==> src/rtl/i2c_word_pkg.sv <==
`timescale 1ns/1ps
package i2c_word_pkg;
  typedef enum logic [2:0] {
    ST_IDLE, ST_DEV, ST_RX, ST_ACK_OUT, ST_TX, ST_ACK_IN
  } state_e;

  // position within a write transfer
  typedef enum logic [1:0] {
    WP_AHI, WP_ALO, WP_DHI, WP_DLO
  } wphase_e;
endpackage

==> src/rtl/i2c_word_sync.sv <==
`timescale 1ns/1ps
module i2c_word_sync #(
  parameter int   STAGES  = 2,
  parameter logic RST_VAL = 1'b1
) (
  input  logic clk_i,
  input  logic rst_ni,
  input  logic d_i,
  output logic q_o
);
  logic [STAGES-1:0] ff_q;

  always_ff @(posedge clk_i or negedge rst_ni)
    if (!rst_ni) ff_q <= {STAGES{RST_VAL}};
    else         ff_q <= {ff_q[STAGES-2:0], d_i};

  assign q_o = ff_q[STAGES-1];
endmodule

==> src/rtl/i2c_word_cond.sv <==
`timescale 1ns/1ps
module i2c_word_cond (
  input  logic clk_i,
  input  logic rst_ni,
  input  logic scl_s_i,
  input  logic sda_s_i,
  output logic scl_rise_o,
  output logic scl_fall_o,
  output logic start_o,
  output logic stop_o
);
  logic scl_q, sda_q;

  always_ff @(posedge clk_i or negedge rst_ni)
    if (!rst_ni) begin
      scl_q <= 1'b1;
      sda_q <= 1'b1;
    end else begin
      scl_q <= scl_s_i;
      sda_q <= sda_s_i;
    end

  assign scl_rise_o = scl_s_i & ~scl_q;
  assign scl_fall_o = ~scl_s_i & scl_q;
  assign start_o    = scl_s_i & scl_q & sda_q & ~sda_s_i;
  assign stop_o     = scl_s_i & scl_q & ~sda_q & sda_s_i;
endmodule

==> src/rtl/i2c_word_port.sv <==
`timescale 1ns/1ps
module i2c_word_port
  import i2c_word_pkg::*;
#(
  parameter int          MAX_ADDR   = 31,
  parameter logic [4:0]  DEV_PREFIX = 5'b01011,
  parameter int          SYNC_STG   = 2
) (
  input  logic        clk_i,
  input  logic        rst_ni,
  input  logic        scl_i,
  input  logic        sda_i,
  output logic        sda_oe_o,
  output logic        reg_we_o,
  output logic [9:0]  reg_waddr_o,
  output logic [15:0] reg_wdata_o,
  output logic [9:0]  reg_raddr_o,
  input  logic [15:0] reg_rdata_i
);
  localparam int PTR_W = 10;
  localparam int AHI_W = PTR_W - 8;
  localparam logic [PTR_W-1:0] MAX_P = PTR_W'(MAX_ADDR);

  logic scl_s, sda_s, scl_rise, scl_fall, cond_start, cond_stop;

  i2c_word_sync #(.STAGES(SYNC_STG)) u_sync_scl (
    .clk_i(clk_i), .rst_ni(rst_ni), .d_i(scl_i), .q_o(scl_s));
  i2c_word_sync #(.STAGES(SYNC_STG)) u_sync_sda (
    .clk_i(clk_i), .rst_ni(rst_ni), .d_i(sda_i), .q_o(sda_s));

  i2c_word_cond u_cond (
    .clk_i(clk_i), .rst_ni(rst_ni), .scl_s_i(scl_s), .sda_s_i(sda_s),
    .scl_rise_o(scl_rise), .scl_fall_o(scl_fall),
    .start_o(cond_start), .stop_o(cond_stop));

  state_e           state_q;
  wphase_e          wph_q;
  logic [2:0]       bit_cnt_q;
  logic [7:0]       sh_q;
  logic [AHI_W-1:0] ahi_q;
  logic [7:0]       dhi_q;
  logic [PTR_W-1:0] ptr_q;
  logic             past_end_q, rw_q, rd_lo_q, slot_q, nack_q, oe_q;
  logic             we_q;
  logic [PTR_W-1:0] waddr_q;
  logic [15:0]      wdata_q;

  logic [7:0] rx_byte, rd_byte;
  logic       at_max, in_range;

  assign rx_byte  = {sh_q[6:0], sda_s};
  assign rd_byte  = rd_lo_q ? reg_rdata_i[7:0] : reg_rdata_i[15:8];
  assign at_max   = (ptr_q == MAX_P);
  assign in_range = (ptr_q <= MAX_P);

  always_ff @(posedge clk_i or negedge rst_ni) begin
    if (!rst_ni) begin
      state_q    <= ST_IDLE;
      wph_q      <= WP_AHI;
      bit_cnt_q  <= '0;
      sh_q       <= '0;
      ahi_q      <= '0;
      dhi_q      <= '0;
      ptr_q      <= '0;
      past_end_q <= 1'b0;
      rw_q       <= 1'b0;
      rd_lo_q    <= 1'b0;
      slot_q     <= 1'b0;
      nack_q     <= 1'b0;
      oe_q       <= 1'b0;
      we_q       <= 1'b0;
      waddr_q    <= '0;
      wdata_q    <= '0;
    end else begin
      we_q <= 1'b0;
      if (cond_start) begin
        state_q   <= ST_DEV;
        wph_q     <= WP_AHI;
        bit_cnt_q <= '0;
        rd_lo_q   <= 1'b0;
        slot_q    <= 1'b0;
        oe_q      <= 1'b0;
      end else if (cond_stop) begin
        state_q <= ST_IDLE;
        oe_q    <= 1'b0;
      end else begin
        unique case (state_q)
          ST_DEV, ST_RX: if (scl_rise) begin
            sh_q      <= rx_byte;
            bit_cnt_q <= bit_cnt_q + 3'd1;
            if (bit_cnt_q == 3'd7) begin
              slot_q <= 1'b0;
              if (state_q == ST_DEV) begin
                if (rx_byte[7:3] == DEV_PREFIX) begin
                  rw_q    <= rx_byte[0];
                  state_q <= ST_ACK_OUT;
                end else begin
                  state_q <= ST_IDLE;
                end
              end else begin
                state_q <= ST_ACK_OUT;
                unique case (wph_q)
                  WP_AHI: begin
                    ahi_q <= rx_byte[AHI_W-1:0];
                    wph_q <= WP_ALO;
                  end
                  WP_ALO: begin
                    ptr_q      <= {ahi_q, rx_byte};
                    past_end_q <= 1'b0;
                    wph_q      <= WP_DHI;
                  end
                  WP_DHI: begin
                    dhi_q <= rx_byte;
                    wph_q <= WP_DLO;
                  end
                  default: begin
                    wph_q <= WP_DHI;
                    if (in_range && !past_end_q) begin
                      we_q    <= 1'b1;
                      waddr_q <= ptr_q;
                      wdata_q <= {dhi_q, rx_byte};
                      if (at_max) past_end_q <= 1'b1;
                      else        ptr_q <= ptr_q + PTR_W'(1);
                    end
                  end
                endcase
              end
            end
          end
          ST_ACK_OUT: if (scl_fall) begin
            if (!slot_q) begin
              oe_q   <= 1'b1;
              slot_q <= 1'b1;
            end else begin
              slot_q    <= 1'b0;
              bit_cnt_q <= '0;
              if (rw_q) begin
                state_q <= ST_TX;
                sh_q    <= rd_byte;
                oe_q    <= ~rd_byte[7];
              end else begin
                state_q <= ST_RX;
                oe_q    <= 1'b0;
              end
            end
          end
          ST_TX: begin
            if (scl_rise) begin
              bit_cnt_q <= bit_cnt_q + 3'd1;
              if (bit_cnt_q == 3'd7) begin
                state_q <= ST_ACK_IN;
                slot_q  <= 1'b0;
                rd_lo_q <= ~rd_lo_q;
                if (rd_lo_q && (ptr_q < MAX_P)) ptr_q <= ptr_q + PTR_W'(1);
              end
            end else if (scl_fall) begin
              sh_q <= {sh_q[6:0], sh_q[7]};
              oe_q <= ~sh_q[6];
            end
          end
          ST_ACK_IN: begin
            if (scl_rise) begin
              nack_q <= sda_s;
              slot_q <= 1'b1;
            end else if (scl_fall) begin
              if (!slot_q) begin
                oe_q <= 1'b0;
              end else begin
                slot_q <= 1'b0;
                if (!nack_q) begin
                  state_q   <= ST_TX;
                  bit_cnt_q <= '0;
                  sh_q      <= rd_byte;
                  oe_q      <= ~rd_byte[7];
                end else begin
                  state_q <= ST_IDLE;
                end
              end
            end
          end
          default: ;
        endcase
      end
    end
  end

  assign sda_oe_o    = oe_q;
  assign reg_we_o    = we_q;
  assign reg_waddr_o = waddr_q;
  assign reg_wdata_o = wdata_q;
  assign reg_raddr_o = ptr_q;
endmodule

==> config.mk <==
export PLATFORM = sky130hd
export DESIGN_NAME = i2c_word_port
export DESIGN_NICKNAME = d
export VERILOG_FILES = /design/src/rtl/i2c_word_pkg.sv /design/src/rtl/i2c_word_sync.sv /design/src/rtl/i2c_word_cond.sv /design/src/rtl/i2c_word_port.sv
export SDC_FILE = /design/constraint.sdc
export NUM_CORES = 1
export LEC_CHECK = 0
export BUFFER_PORTS_ARGS = -buffer_cell sky130_fd_sc_hd__buf_2
export CORE_AREA = 2 2 91 93
export DETAILED_ROUTE_END_ITERATION = 6
export DIE_AREA = 0 0 93 95
export GPL_ROUTABILITY_DRIVEN = 0
export PLACE_DENSITY = 0.78
export SLEW_MARGIN = 20
export SYNTH_ARGS = -nofsm -noshare
export SYNTH_HDL_FRONTEND = slang
export SYNTH_SLANG_ARGS = --single-unit
==> constraint.sdc <==
create_clock -name clk_i -period 3.3 [get_ports clk_i]
set_clock_uncertainty 0.1 [all_clocks]
set_input_delay 0.66 -clock clk_i [delete_from_list [all_inputs] [get_ports clk_i]]
set_output_delay 0.66 -clock clk_i [all_outputs]
set_load 0.05 [all_outputs]
== After elaboration in Yosys (flattened, before gate mapping) ==
Cells that the tools add are included.
Word-level totals
  register bits: 75
  latch bits: 0
  memory bits (writable): 0
  ROM bits: 0
  bits of input ports: 20
  output and inout bits: 38
  word-level logic and storage cells: 219
  memories kept: 0
Operators by class
  add/subtract/negate cells: 2
  multipliers: 0
  div/mod/pow operators: 0
  order comparisons: 2
  equality and inequality tests: 51
  shifts and indexed selects: 0
  multiplexer cells: 92
  bitwise operators: 19
  reduce and logical (&&, ||, !) cells: 33
Operators with widths (number)
  $mux W8: 11
  $mux W10: 8
  $mux W3: 23
  $ne A4 B4 Y1 const B: 12
  $pmux W10 S2: 2
  $ne A2 B2 Y1 const B: 18
  $mux W1: 34
  $pmux W8 S4: 1
  $reduce_and A7 Y1: 4
  $ne A3 B3 Y1 const B: 8
  $reduce_and A9 Y1: 2
  $mux W2: 7
  $reduce_bool A2 Y1: 7
  $reduce_and A13 Y1: 1
  $not A1 Y1: 12
  $pmux W3 S4: 1
  $reduce_and A12 Y1: 1
  $add A10 B1 Y10 const B: 1
  $eq A10 B5 Y1 const B: 1
  $le A10 B5 Y1 const B: 1
  $lt A10 B5 Y1 const B: 1
  $reduce_and A10 Y1: 1
  $eq A3 B3 Y1 const B: 3
  $pmux W3 S3: 1
  24 further kinds: 38

== Logic depth before layout (Yosys ltp) ==
Gate-level depths: netlist of run 1.
  depth in word-level cells: 10
  gate-level depth with buffers: 7
  depth with buffers taken out: 7

== Modules after synthesis ==
From an unflattened synthesis of run 1, not the netlist that was laid out.
Second synthesis, totals
  cell total of the unflattened synthesis: 342
  area total of the unflattened synthesis: 3801.1 um^2
Modules (own cells, without submodules)
  i2c_word_port: times used 1, cells an instance 332, area an instance 3611.0 um^2, seq. area each 1726.7 um^2
  i2c_word_sync: times used 2, cells an instance 2, area an instance 52.6 um^2, seq. area each 52.6 um^2
  i2c_word_cond: times used 1, cells an instance 6, area an instance 85.1 um^2, seq. area each 52.6 um^2

== Worst setup path after synthesis of run 1 ==
OpenSTA, ideal clock, no wires.
  path type: register -> register
  start: register u_sync_scl.ff_q[1]
  end: register waddr_q[2] (netlist: reg_waddr_o[2])
  arrival: 2.251 ns
  data required time: 3.075 ns
  path slack: 0.824 ns
  stages on the path, launching flop included: 7
  cell sequence: dfstp_2 ha_1 and2_1 nand4_4 nor4b_4 buf_6 mux2_4
On the way
  word-level cells in the longest chain between the ends: 5
  elaborated cells on any way between the ends: 9
  those cells by class: 8 x bitwise; 1 x reduce/logical
Ends and longest elaborated chain
  start: declaration: line i2c_word_sync.sv:11  | logic [STAGES-1:0] ff_q;
  start signal: assignment: line i2c_word_sync.sv:14  | if (!rst_ni) ff_q <= {STAGES{RST_VAL}};
  start signal: assignment: line i2c_word_sync.sv:15  | else ff_q <= {ff_q[STAGES-2:0], d_i};
  $and A1 B1 Y1: line i2c_word_cond.sv:25, i2c_word_cond.sv:26
  $and A1 B1 Y1, on equally long branches (2 in a row): line i2c_word_cond.sv:26, i2c_word_cond.sv:25
  $not A1 Y1 (no source line)
  $reduce_and A8 Y1 (no source line) *
  end signal: assignment: line i2c_word_port.sv:120  | waddr_q <= ptr_q;
  end: declaration: line i2c_word_port.sv:45  | logic [PTR_W-1:0] waddr_q;
Mark *: on every way between the ends. The rest lies on a longest branch, timed or not.
A chain may end at the register's enable or synchronous reset.

== Worst setup path after layout of run 1 ==
  start: register u_sync_scl.ff_q[1]
  end: register wdata_q[13] (netlist: reg_wdata_o[13])
On the way
  word-level cells in the longest chain between the ends: 5
  elaborated cells on any way between the ends: 9
  those cells by class: 8 x bitwise; 1 x reduce/logical
Ends and longest elaborated chain
  $and A1 B1 Y1: line i2c_word_cond.sv:25, i2c_word_cond.sv:26
  $and A1 B1 Y1, on equally long branches (2 in a row): line i2c_word_cond.sv:26, i2c_word_cond.sv:25
  $not A1 Y1 (no source line)
  $reduce_and A8 Y1 (no source line) *
  end signal: assignment: line i2c_word_port.sv:121  | wdata_q <= {dhi_q, rx_byte};
  end: declaration: line i2c_word_port.sv:46  | logic [15:0] wdata_q;
Marked as above.

==> flow_summary.ini, run 1 <==
[finish]
drive_gt1_share_pct = 32.3
antenna_cells = 0
utilization_pct = 55.4
fillerInstances = 716
stdcell_count = 514
final_common_cell = dfrtp_1
final_cell_mix = dfrtp_1, buf_2, nand2_1, mux2_2, nor2_1
nNetsFinal = 430
area_growth_pct = 14.6

[yosys]
yosys_register_bits = 75
synthCells = 347
synth_edf_count = 0
syn_area_per_cell_um2 = 11.0
ys_warn_count = 0
syn_nets = 373
synthArstFlopShare_pct = 100
synth-seq-area-share_pct = 49.2
synth_ff_type = dfrtp_1
synth_area_um2 = 3830
yosysUniqueCellTypes = 59

[drt]
drt-total-wl_um = 8580
postRouteAntennaNets = 0
drc = 0
wl_per_cell_um = 16.7
vias = 2947
drt_iter0_drc = 190
dr.pass1.iters = 4
vias_per_cell = 5.73

[power_and_ir_drop]
peakVddDrop_v = 0.000364
powerDensity_nw_per_um2 = 591
fin_total_pwr_mw = 2.59
leakage_nw = 2.15

[sta]
rsz0062_at_grt = false
hold_ws_ns = 0.259
tightestPinTransition_ns = 0.921
clock.fmax_mhz = 358
maxSlewHeadroom_pct = 38.6
tns_ns = 0
hold_violations = 0
period_minus_slack_ns = 2.79
final.period_utilization_pct = 84.6
setup_viol = 0
final_max_slew_viol_count = 0

[floorplan]
core_um2 = 7930
ios = 58
die_area_um2 = 8840
start_util_pct = 48.3
rows = 33
die-width_um = 93
die_h_um = 95

[clock_network]
clkLatencyLatePin_ns = 0.36
path_clk_slew_ns = 0.09
cts_tree = done
ctsHoldBuffers = 0
post_cts_buffers = 0
cts_sinks = 75
cts_resized = 0
cts_max_level = 3
numCtsBuffers = 9
clockRootBuffer = clkbuf_8
cts_buffer_depth = 2

[worst_setup_path]
cp.required_ns = 3.46
arrival_ns = 2.95
end_kind = flip-flop
cp-start-kind = flip-flop
path_max_fanout = 10
critPathKind = reg -> reg

[placed_design]
placed_cells = 498
port_buffers = 57
dp.final_hpwl_um = 5950

[min_path]
hold_class = reg -> reg

[global_route]
grt_pass1_wl_um = 13900
grt_overflow_total = 0
grt_max_degree = 76
grt_pass1_vias = 2859
grtUsageTotal_pct = 20.2
antenna_found_initial = 0

[run_status]
status = finished clean

[run]
maxCapViolations = 0
[stage by stage]
step | area [um2] | setup slack, ns
2_1_floorplan | 3830 | 0.824
3_3_place_gp | 4210 | 0.573
3_5_place_dp | 4210 | 0.512
4_1_cts | 4390 | 0.513
5_1_grt | 4390 | 0.378
6_report | 4390 | 0.507
[kinds of logic after synthesis]
kind of cell,count (synthesis),synth area share (%)
xor gates and xnor gates,2,0.457
muxes,56,17.1
and+or+nand+nor,104,14.9
DFF,75,49.2
adders and majority gates,6,1.96
buffers and inverters,27,3.20
AOI/OAI and AO/OA,77,13.2
[registers in the layout, indices dropped and copies added, names as in the netlist]
register	flops
u_sync_scl.ff_q	2
wph_q	2
reg_wdata_o	16
rd_lo_q	1
reg_we_o	1
ahi_q	2
sda_oe_o	1
u_cond.sda_q	1
rw_q	1
reg_waddr_o	10
slot_q	1
past_end_q	1
state_q	3
reg_raddr_o	10
u_cond.scl_q	1
dhi_q	8
nack_q	1
u_sync_sda.ff_q	2
sh_q	8
bit_cnt_q	3
[critical path, stage by stage (launching register included)]
cell,delay (ns)
dfstp_2,0.56
ha_1,0.28
and2_1,0.31
nand4_4,0.16
nor4b_4,0.60
buf_4,0.32
mux2_2,0.35
[final timing paths]
check                                              from  cells past startpoint  slack, ns                            to
max                        u_sync_scl.ff_q[1]$_DFF_PN1_                      6       0.51   reg_wdata_o[13]$_DFFE_PN0P_
min                        u_sync_scl.ff_q[0]$_DFF_PN1_                      0       0.26  u_sync_scl.ff_q[1]$_DFF_PN1_
max reg2reg                u_sync_scl.ff_q[1]$_DFF_PN1_                      6       0.51   reg_wdata_o[13]$_DFFE_PN0P_
min reg2reg                u_sync_scl.ff_q[0]$_DFF_PN1_                      0       0.26  u_sync_scl.ff_q[1]$_DFF_PN1_
max in group asynchronous                        rst_ni                      1       2.17              rw_q$_DFFE_PN0P_
min in group asynchronous                        rst_ni                      1       0.33    reg_waddr_o[0]$_DFFE_PN0P_
[area by class of cell]
cell class,instances,area (um2),share of cell area (%)
Sequential cell,75,1880,42.9
Multi-Input combinational cell,245,1820,41.5
Timing Repair Buffer,62,325,7.41
Tap cell,105,131,2.99
Clock buffer,9,124,2.82
Clock inverter,7,60.1,1.37
Inverter,11,41.3,0.941
[cell usage after synthesis, types with 2 or more instances]
master | number | area [um2]
a31oi_1 | 7 | 43.8
nor2b_1 | 10 | 62.6
o221ai_1 | 3 | 26.3
nand3b_1 | 2 | 15.0
and2_1 | 2 | 12.5
dfrtp_1 | 69 | 1730
o211ai_1 | 3 | 22.5
a22oi_1 | 3 | 22.5
nand3_1 | 8 | 40.0
nand4_1 | 4 | 25.0
clkbuf_1 | 11 | 41.3
buf_6 | 2 | 22.5
or3_1 | 3 | 18.8
a2bb2oi_1 | 5 | 43.8
o2111ai_1 | 2 | 17.5
mux2_4 | 10 | 150
nand2b_1 | 4 | 25.0
nor2_1 | 22 | 82.6
nand2_1 | 32 | 120
o21ai_0 | 18 | 90.1
a21oi_1 | 16 | 80.1
dfstp_2 | 6 | 158
a311oi_1 | 3 | 26.3
mux2_1 | 4 | 45.0
mux2i_1 | 12 | 120
mux2_2 | 30 | 338
o22ai_1 | 5 | 31.3
buf_2 | 2 | 10.0
ha_1 | 6 | 75.1
inv_1 | 11 | 41.3
and3b_1 | 2 | 17.5
nor3_1 | 3 | 15.0
[layer usage]
metal	track usage [%]	vias up	part of all wire [%]
li1	-	1380	-
met1	25.7	1434	43
met2	31.8	107	48
met3	5.11	26	6.0
met4	10.9	0	3.3
met5	0	-	0
[where the power goes]
group,switching (mW),internal (mW)
clock network,0.386,0.285
logic,0.419,0.320
registers,0.165,1.02
total,0.970,1.62
(Power assumes the default switching activity.)
==> run 2, diff against run 1 <==
ABC_AREA = 1   (was default)
CORE_AREA = 2 2 94 96   (was 2 2 91 93)
DIE_AREA = 0 0 96 98   (was 0 0 93 95)
PLACE_DENSITY = 0.8   (was 0.78)
clock period = 2.4 ns   (was 3.3 ns; I/O delays follow)
==> run 2 against run 1 <==
- synthesized cell count rose by 50%
- sequential power rose by 29%
- count of clock-buffer cells in the layout rose by 1
- critical endpoint is now bit_cnt_q[1]$_DFFE_PN0P_
- worst hold slack worse by 0.22 ns
- largest cell class unchanged
- sequential cell count unchanged
- global-route usage grew 1.9 points
==> flow_summary.ini, run 2 <==
[global_route]
grt_overflow_total = 0
grt_max_degree = 76
grtUsageTotal_pct = 22.1
antenna_found_initial = 0
grt_pass1_wl_um = 16400
grt_pass1_vias = 3629

[clock_network]
cts_tree = done
path_clk_slew_ns = 0.09
cts_sinks = 75
post_cts_buffers = 0
clockRootBuffer = clkbuf_8
cts_resized = 0
cts_buffer_depth = 2
cts_max_level = 3
clkLatencyLatePin_ns = 0.35
numCtsBuffers = 9
ctsHoldBuffers = 0

[yosys]
yosys-top-cells-area = dfrtp_1, nand2_1, nand3_1
yosysMostFrequentCell = nand2_1
syn_nets = 546
synth_ff_type = dfrtp_1
synth_top_area_cell = dfrtp_1
synth_edf_count = 0
synth_area_um2 = 4080
synthTopCellsByCount = nand2_1, dfrtp_1, inv_1, nand3_1, o21ai_0
syn_area_per_cell_um2 = 7.84
synthArstFlopShare_pct = 100
yosysUniqueCellTypes = 34
synth-seq-area-share_pct = 46.2
yosys_register_bits = 75
synth_top_area_share_pct = 42.4
ys_warn_count = 0
synthCells = 520

[drt]
drt_iter0_drc = 241
vias = 3758
vias_per_cell = 5.41
drc = 0
wl_per_cell_um = 14.1
drt-total-wl_um = 9810
postRouteAntennaNets = 0
dr.pass1.iters = 5

[finish]
final_common_cell = nand2_1
nNetsFinal = 608
fin_area_um2 = 4670
final_cell_mix = nand2_1, dfrtp_1, buf_2, inv_1, nand3_1
drive_gt1_share_pct = 22.0
largest_reg_flops = 16
antenna_cells = 0
area_growth_pct = 14.6

[sta]
setup_viol = 0
period_minus_slack_ns = 2.19
tightestPinTransition_ns = 0.425
maxSlewHeadroom_pct = 71.6
rsz0062_at_grt = false
tns_ns = 0
final.period_utilization_pct = 91.2
hold_ws_ns = 0.0430
final_max_slew_viol_count = 0
clock.fmax_mhz = 457
hold_violations = 0

[worst_setup_path]
end_kind = flip-flop
critPathKind = reg -> reg
rr_startpoint = u_sync_scl.ff_q[1]$_DFF_PN1_
reg2reg_to = bit_cnt_q[1]$_DFFE_PN0P_
cp.required_ns = 2.54
arrival_ns = 2.33
cp-start-kind = flip-flop
path_max_fanout = 13
crit_start = u_sync_scl.ff_q[1]$_DFF_PN1_
rr_worst_depth = 9
ff2ff_setup_slack_ns = 0.21

[floorplan]
core_um2 = 8470
die-width_um = 96
rows = 34
start_util_pct = 48.2
die_area_um2 = 9410
die_h_um = 98
ios = 58

[power_and_ir_drop]
pwr-share-comb_pct = 32.5
peakVddDrop_v = 0.000397
powerDensity_nw_per_um2 = 806
p_clk_share_pct = 27.2
switching_share_pct = 40.3
seqPwrFrac_pct = 40.2
leakage_nw = 2.46
internal-power_mw = 2.25
p_switching_mw = 1.52

[run]
maxCapViolations = 0

[run_status]
status = finished clean

[placed_design]
port_buffers = 57
post_dp_cell_area_um2 = 4460
dp.final_hpwl_um = 7010

[min_path]
hold_class = in -> async
[run 2: cell types whose count changed in the layout (fill, tap and decap cells not counted), moves of 8 or more]
| cell | change |
|---|---|
| o21ai_1 | +8 |
| a21oi_1 | -8 |
| nor2b_1 | -10 |
| mux2i_1 | -12 |
| o21ai_0 | +18 |
| mux2_4 | -10 |
| nand3_1 | +39 |
| inv_1 | +40 |
| nand2_1 | +149 |
| o21ai_2 | +13 |
| mux2_2 | -30 |
[run 2: per-stage QoR]
stage / utilization (%) / cells / power [mW] / worst slack (ns)
2_1_floorplan: - / 520 / 2.43 / 0.473
3_3_place_gp: 52.7 / 679 / 2.69 / 0.330
3_5_place_dp: 52.7 / 679 / 2.73 / 0.247
4_1_cts: 55.2 / 695 / 3.77 / 0.221
5_1_grt: 55.2 / 695 / 4.03 / 0.0785
6_report: 55.2 / 695 / 3.77 / 0.210
[run 2: cells by family after synthesis]
family / synth area share (%)
buffers and inverters: 8.04
DFF: 46.2
and+or+nand+nor: 33.0
AOI/OAI and AO/OA: 10.9
adders and majority gates: 1.84
[run 2: per-layer routing]
metal | GRT usage, % | routed length (um) | vias up
met5 | 0 | 0 | -
met4 | 11.4 | 275 | 0
met3 | 3.78 | 726 | 33
met2 | 35.6 | 4860 | 171
met1 | 28.2 | 3950 | 1763
li1 | - | - | 1791
[run 2: worst max-delay path by stage]
| stage | endpoint | slack [ns] | cells after the start |
|---|---|---|---|
| CTS | reg_wdata_o[13]$_DFFE_PN0P_ | 0.22 | 10 |
| finish | bit_cnt_q[1]$_DFFE_PN0P_ | 0.21 | 9 |
| floorplan | reg_raddr_o[7]$_DFFE_PN0P_ | 0.47 | 9 |
| global route | reg_wdata_o[13]$_DFFE_PN0P_ | 0.08 | 10 |
| global placement | reg_wdata_o[3]$_DFFE_PN0P_ | 0.33 | 9 |
| detailed placement | reg_wdata_o[13]$_DFFE_PN0P_ | 0.25 | 9 |
[run 2: area by class of cell]
class,instances,area (um2)
Sequential cell,75,1880
Inverter,59,225
Tap cell,108,135
Timing Repair Buffer,63,355
Clock inverter,6,71.3
Fill cell,774,3790
Clock buffer,10,138
Multi-Input combinational cell,374,1860
[run 2: critical path, cell delays in order (launching register included)]
cell     delay [ns]
dfstp_2        0.56
ha_1           0.21
nand3_2        0.12
buf_4          0.21
nand3_1        0.13
nand3_1        0.13
a21oi_1        0.32
nand2_1        0.15
nand2_1        0.09
nand2_1        0.05
[run 2: power by group through the flow]
stage | clock [mW] | sequential, mW | combinational (mW)
after floorplan | 0 | 1.52 | 0.909
after global placement | 0 | 1.53 | 1.16
after detailed placement | 0 | 1.54 | 1.20
after CTS | 1.04 | 1.51 | 1.21
after global routing | 1.10 | 1.53 | 1.40
final | 1.03 | 1.52 | 1.23
